File: config.mk
export PLATFORM = sky130hd
export DESIGN_NAME = thread_act_ctrl
export DESIGN_NICKNAME = d
export VERILOG_FILES = /design/src/rtl/tac_pkg.sv /design/src/rtl/tac_fanout.sv /design/src/rtl/tac_counters.sv /design/src/rtl/thread_act_ctrl.sv
export SDC_FILE = /design/constraint.sdc
export NUM_CORES = 1
export LEC_CHECK = 0
export ABC_CLOCK_PERIOD_IN_PS = 14800
export CORE_MARGIN = 2
export CORE_UTILIZATION = 60
export CTS_CLUSTER_DIAMETER = 120
export DETAILED_ROUTE_END_ITERATION = 10
export PLACE_DENSITY = 0.88
export SLEW_MARGIN = 5
export SYNTH_ARGS = -nofsm -noshare
export SYNTH_HDL_FRONTEND = slang
export SYNTH_SLANG_ARGS = --single-unit
export TNS_END_PERCENT = 1
File: constraint.sdc
create_clock -name clk -period 14.8 [get_ports clk]
set_input_delay 1.48 -clock clk [delete_from_list [all_inputs] [get_ports clk]]
set_output_delay 1.48 -clock clk [all_outputs]
set_load 0.03 [all_outputs]
File: src/rtl/tac_pkg.sv
package tac_pkg;
    typedef enum logic [2:0] {
        TS_IDLE  = 3'd0,
        TS_RUN   = 3'd1,
        TS_READY = 3'd2,
        TS_SUSP  = 3'd3,
        TS_HALT  = 3'd4
    } tstate_e;
endpackage

File: src/rtl/tac_fanout.sv
// Replicates a per-thread pulse mask to every pipeline stage.
module tac_fanout #(
    parameter int NT     = 4,
    parameter int STAGES = 5
) (
    input  logic [NT-1:0]        mask_i,
    output logic [STAGES*NT-1:0] fan_o
);
    for (genvar s = 0; s < STAGES; s++) begin : g_stage
        assign fan_o[s*NT +: NT] = mask_i;
    end
endmodule

File: src/rtl/tac_counters.sv
// Per-thread running-cycle counters and a multi-thread cycle counter.
module tac_counters #(
    parameter int NT = 4,
    parameter int CW = 16
) (
    input  logic             clk,
    input  logic             rst_n,
    input  logic [NT-1:0]    run_i,
    output logic [NT*CW-1:0] act_cyc_o,
    output logic [CW-1:0]    multi_cyc_o
);
    typedef struct packed {
        logic [NT-1:0][CW-1:0] per;
        logic [CW-1:0]         multi;
    } cnt_t;

    cnt_t cnt_d, cnt_q;

    always_comb begin
        cnt_d = cnt_q;
        for (int t = 0; t < NT; t++) begin
            if (run_i[t]) cnt_d.per[t] = cnt_q.per[t] + 1'b1;
        end
        if ($countones(run_i) > 1) cnt_d.multi = cnt_q.multi + 1'b1;
    end

    always_ff @(posedge clk) begin
        if (!rst_n) cnt_q <= '0;
        else        cnt_q <= cnt_d;
    end

    assign act_cyc_o   = cnt_q.per;
    assign multi_cyc_o = cnt_q.multi;
endmodule

File: src/rtl/thread_act_ctrl.sv
module thread_act_ctrl
    import tac_pkg::*;
#(
    parameter int NT     = 4,
    parameter int STAGES = 5,
    parameter int CW     = 16,
    localparam int TW    = (NT > 1) ? $clog2(NT) : 1
) (
    input  logic                 clk,
    input  logic                 rst_n,
    input  logic [1:0]           model_i,
    input  logic                 deact_v_i,
    input  logic [TW-1:0]        deact_tid_i,
    input  logic                 halt_v_i,
    input  logic [TW-1:0]        halt_tid_i,
    input  logic                 susp_v_i,
    input  logic [TW-1:0]        susp_tid_i,
    input  logic                 act_v_i,
    input  logic [TW-1:0]        act_tid_i,
    input  logic                 next_v_i,
    output logic [NT-1:0]        active_o,
    output logic                 prio_v_o,
    output logic [TW-1:0]        prio_tid_o,
    output logic [3*NT-1:0]      state_o,
    output logic [STAGES*NT-1:0] stall_clr_o,
    output logic [STAGES*NT-1:0] squash_o,
    output logic                 next_err_o,
    output logic [NT*CW-1:0]     act_cyc_o,
    output logic [CW-1:0]        multi_cyc_o
);
    localparam int CNTW = $clog2(NT + 1);

    // Ordered thread-id list: entries [0 .. n-1] are valid, entry 0 is the head.
    typedef struct packed {
        logic [NT-1:0][TW-1:0] e;
        logic [CNTW-1:0]       n;
    } seq_t;

    typedef struct packed {
        seq_t                run;
        seq_t                rdy;
        tstate_e [NT-1:0]    st;
        logic [NT-1:0]       stall_clr;
        logic [NT-1:0]       squash;
        logic                err;
    } reg_t;

    reg_t r_d, r_q;
    logic is_single, is_socm;

    function automatic seq_t f_remove(seq_t s, logic [TW-1:0] t);
        logic hit;
        hit = 1'b0;
        for (int i = 0; i < NT - 1; i++) begin
            if (!hit && i < int'(s.n) && s.e[i] == t) hit = 1'b1;
            if (hit) s.e[i] = s.e[i+1];
        end
        if (!hit && (NT - 1) < int'(s.n) && s.e[NT-1] == t) hit = 1'b1;
        if (hit) s.n = s.n - 1'b1;
        return s;
    endfunction

    function automatic seq_t f_push(seq_t s, logic [TW-1:0] t);
        if (int'(s.n) < NT) begin
            for (int i = 0; i < NT; i++) begin
                if (i == int'(s.n)) s.e[i] = t;
            end
            s.n = s.n + 1'b1;
        end
        return s;
    endfunction

    function automatic seq_t f_pop(seq_t s);
        for (int i = 0; i < NT - 1; i++) s.e[i] = s.e[i+1];
        s.n = s.n - 1'b1;
        return s;
    endfunction

    function automatic seq_t f_rotate(seq_t s);
        logic [TW-1:0] h;
        h = s.e[0];
        if (int'(s.n) > 1) begin
            for (int i = 0; i < NT - 1; i++) begin
                if (i + 1 < int'(s.n)) s.e[i] = s.e[i+1];
            end
            for (int i = 0; i < NT; i++) begin
                if (i == int'(s.n) - 1) s.e[i] = h;
            end
        end
        return s;
    endfunction

    // Leave the running list or the wait queue, whichever holds the thread.
    function automatic reg_t f_leave(reg_t r, logic [TW-1:0] t);
        if (r.st[t] == TS_RUN) begin
            r.run          = f_remove(r.run, t);
            r.stall_clr[t] = 1'b1;
        end else if (r.st[t] == TS_READY) begin
            r.rdy = f_remove(r.rdy, t);
        end
        return r;
    endfunction

    always_comb begin
        is_single = (NT == 1) || (model_i == 2'd0);
        is_socm   = (NT > 1) && (model_i == 2'd2);
    end

    always_comb begin
        logic          want_next;
        logic [TW-1:0] pt;
        r_d           = r_q;
        r_d.stall_clr = '0;
        r_d.squash    = '0;
        r_d.err       = 1'b0;
        want_next     = next_v_i;
        pt            = '0;

        // fixed order stop, halt, park, start, promote-next, rotate
        if (deact_v_i && int'(deact_tid_i) < NT) begin
            if (r_d.st[deact_tid_i] == TS_RUN || r_d.st[deact_tid_i] == TS_READY) begin
                r_d                 = f_leave(r_d, deact_tid_i);
                r_d.st[deact_tid_i] = TS_IDLE;
            end
        end
        if (halt_v_i && int'(halt_tid_i) < NT) begin
            r_d                    = f_leave(r_d, halt_tid_i);
            r_d.st[halt_tid_i]     = TS_HALT;
            r_d.squash[halt_tid_i] = 1'b1;
            if (is_socm) want_next = 1'b1;
        end
        if (susp_v_i && int'(susp_tid_i) < NT) begin
            r_d                = f_leave(r_d, susp_tid_i);
            r_d.st[susp_tid_i] = TS_SUSP;
        end
        if (act_v_i && int'(act_tid_i) < NT && !(is_single && act_tid_i != '0)) begin
            if (r_d.st[act_tid_i] != TS_RUN && r_d.st[act_tid_i] != TS_READY) begin
                if (is_socm && int'(r_d.run.n) == 1) begin
                    r_d.rdy               = f_push(r_d.rdy, act_tid_i);
                    r_d.st[act_tid_i]     = TS_READY;
                end else begin
                    r_d.run               = f_push(r_d.run, act_tid_i);
                    r_d.st[act_tid_i]     = TS_RUN;
                end
            end
        end
        if (want_next) begin
            if (r_d.rdy.n != '0) begin
                pt         = r_d.rdy.e[0];
                r_d.rdy    = f_pop(r_d.rdy);
                r_d.run    = f_push(r_d.run, pt);
                r_d.st[pt] = TS_RUN;
            end else begin
                r_d.err = 1'b1;
            end
        end
        r_d.run = f_rotate(r_d.run);
    end

    always_ff @(posedge clk) begin
        if (!rst_n) begin
            r_q <= '0;
        end else begin
            r_q <= r_d;
        end
    end

    for (genvar t = 0; t < NT; t++) begin : g_thr
        assign active_o[t]        = (r_q.st[t] == TS_RUN);
        assign state_o[3*t +: 3]  = r_q.st[t];
    end

    assign prio_v_o   = (r_q.run.n != '0);
    assign prio_tid_o = r_q.run.e[0];
    assign next_err_o = r_q.err;

    tac_fanout #(.NT(NT), .STAGES(STAGES)) u_stall_fan (
        .mask_i (r_q.stall_clr),
        .fan_o  (stall_clr_o)
    );

    tac_fanout #(.NT(NT), .STAGES(STAGES)) u_squash_fan (
        .mask_i (r_q.squash),
        .fan_o  (squash_o)
    );

    tac_counters #(.NT(NT), .CW(CW)) u_cnt (
        .clk         (clk),
        .rst_n       (rst_n),
        .run_i       (active_o),
        .act_cyc_o   (act_cyc_o),
        .multi_cyc_o (multi_cyc_o)
    );
endmodule

==> flow_summary.ini <==
[cts]
post_cts_resize_count = 0
cts_setup_buffers = 0
cts_hold_buf = 0
cts_buffers = 17
cts_max_path_buffers = 2
clkSinkCount = 123
clkTransAtPathRegs_ns = 0.07
cts_tree = yes
clockRootBuffer = clkbuf_16
clock_latency_ns = 0.42
cts_max_level = 4

[timing]
fin_crit_sh = 0.7690
max-slew-margin-rel = 0.3222
fmaxAchievable_mhz = 87.87
hold_viol_final = 0
drv_slew = 0
rsz0062_at_grt = false
period_minus_slack_ns = 11.38
setup_tns_ns = 0
worst_slew_pin_slew_ns = 1.004
setup_viol_count_final = 0
fin_skew_ns = 0.01300

[routing]
wl_per_cell_um = 19.75
vias = 9833
drtIter0Drc = 1071
dr.pass1.iters = 7
drc = 0
ant_nets = 0
finalWirelength_um = 30490
via_per_inst = 6.369

[cells_and_area]
final_cell_mix = clkdlybuf4s50_1 (156), nor2_1 (148), dfxtp_1 (123)
final_common_cell = clkdlybuf4s50_1
fin_area_sq_um = 11650
area_delta_synth_final_pct = 18.42
fillers = 1208
finalNetCount = 1368
layout-drive-gt1-share = 0.07530
diodes = 0

[setup_path]
end_kind = register
worstSetupPathType = input port to register
cp_common_cell = ha_1
cp_data_arrival_time_ns = 11.75
rrSetupSlack_ns = 5.22
critPathMaxFanout = 19
cp_slowest_cell = clkdlybuf4s50_1
cp_slowest_stage_delay_ns = 1.05
crit_path_start_kind = input port
crit_start = deact_tid_i[0]
cp.required_ns = 15.17
r2r_start = state_o[11]

[synthesis]
synth.area.mux_share = 0.07109
synth_seq_cells = 123
syn_inst = 1246
synth_compound_gate_area_share = 0.1965
syn_avg_cell_area_sq_um = 7.896
synth_cell_types = 97
syn_nets = 1299
ys_warn_count = 0
synthXorXnorAreaFrac = 0.09793
synth_area_sq_um = 9838
yosys.area_share.simple = 0.2541
synth_top_family_by_area = simple AND/OR/NAND/NOR gates
seq_area_frac_synth = 0.2503
synthArstFlopShare = 0
yosys_most_used_dff = dfxtp_1
synth_adder_area_share = 0.04655
synth_edf_count = 0

[grt]
grt_first_pass_wirelength_um = 47990
grt_util_all_layers = 0.3357
antenna_found_initial = 0
overflow = 0
grt_pass1_vias = 9260
grt_start_max_net_pins = 55

[hold_path]
hold_start = u_cnt.act_cyc_o[42]
hold_class = register to register

[run]
drv_cap = 0

[floorplan]
die_area_sq_um = 17440
initial_core_util = 0.6171
dieWidth_um = 132.1
die_y_um = 132.1
rows = 46
core_region_area_sq_um = 15940
io_pins = 157

[status]
status = complete, no violations

[pwr]
leakage_uw = 0.004386
ir_worst_vdd_uv = 107.4
power.density_nw_per_um2 = 141.3

[placement]
post_dp_cell_area_sq_um = 11070
place.gp.congestion = 0.9635
dp_hpwl_um = 22470
port_buffers = 156
-- per-stage QoR --
| step | hold slack [ns] | power [uW] | cells | utilization | setup slack, ns |
|---|---|---|---|---|---|
| floorplan | 0.5582 | 1016 | 1246 | - | 5.189 |
| global placement | 0.4649 | 1198 | 1512 | 0.6942 | 3.673 |
| detailed placement | 0.4894 | 1213 | 1512 | 0.6942 | 3.149 |
| CTS | 0.5075 | 1618 | 1544 | 0.7304 | 3.534 |
| global route | 0.5192 | 1733 | 1544 | 0.7307 | 2.532 |
| finish | 0.5047 | 1646 | 1544 | 0.7307 | 3.419 |
-- critical path, delay by kind of cell --
kind | cells | cell delay [ns]
AO/OA/AOI/OAI | 11 | 3.65
XOR/XNOR | 3 | 0.85
adder cells (fa/ha/maj) | 5 | 1.21
buffers and inverters | 5 | 1.52
multiplexers | 2 | 1.15
AND/OR/NAND/NOR | 9 | 1.85
-- registers in the layout, summed over array words and instances (netlist names) --
name	count
r_q	28
prio_tid_o	2
u_cnt.act_cyc_o	64
next_err_o	1
state_o	12
u_cnt.multi_cyc_o	16
-- Yosys cell counts (11+ instances only) --
master,number,share of area
nor2_1,148,0.056
dfxtp_1,123,0.25
nand2_1,105,0.040
xor2_1,74,0.066
nand3_1,58,0.030
buf_4,57,0.043
a21oi_1,53,0.027
inv_1,45,0.017
clkbuf_1,39,0.015
o21ai_0,38,0.019
xnor2_1,36,0.032
ha_1,35,0.045
nor3_1,35,0.018
and3_1,32,0.020
mux2i_1,31,0.032
or3_1,23,0.015
a211oi_1,19,0.014
mux2_2,17,0.019
nand4_1,13,0.0083
nand2b_1,12,0.0076
a211o_1,11,0.0098
o211ai_1,11,0.0084
o21a_1,11,0.0084
-- path summary, 6_finish.rpt --
path              depth (start not counted)                  end
setup / recovery                         35              r_q[38]
hold / removal                            2  u_cnt.act_cyc_o[42]
setup reg to reg                         34              r_q[38]
hold reg to reg                           2  u_cnt.act_cyc_o[42]
-- layer usage --
| metal | track usage | share of wire | wire length, um | up-vias |
|---|---|---|---|---|
| met5 | 0 | 0 | 0 | - |
| met2 | 0.5457 | 0.46 | 13910 | 543 |
| met1 | 0.4349 | 0.42 | 12840 | 4642 |
| met3 | 0.08112 | 0.091 | 2764 | 90 |
| li1 | - | - | - | 4558 |
| met4 | 0.1184 | 0.032 | 978 | 0 |
-- logic make-up after synthesis --
| kind of cell | count (synthesis) |
|---|---|
| flip-flops | 123 |
| XOR/XNOR | 110 |
| AO/OA/AOI/OAI | 260 |
| adder cells (fa/ha/maj) | 36 |
| multiplexers | 58 |
| AND/OR/NAND/NOR | 501 |
| buffers and inverters | 158 |
-- final cells by class --
cell class,instances,area [sq um],share of cell area
clock inverters,15,152.6,0.01310
well taps,216,270.3,0.02320
inverters,46,173.9,0.01493
repair buffers,162,1607,0.1379
multi-input cells,965,6559,0.5630
flip-flops and latches,123,2462,0.2114
clock buffers,17,425.4,0.03652
-- power breakdown --
group / switching [uW] / internal (uW) / leakage [uW]
logic: 512 / 309 / 0.00312
registers: 60.1 / 361 / 0.000997
clock network: 180 / 224 / 0.000274
total: 752 / 894 / 0.00439
(Power assumes the default switching activity.)
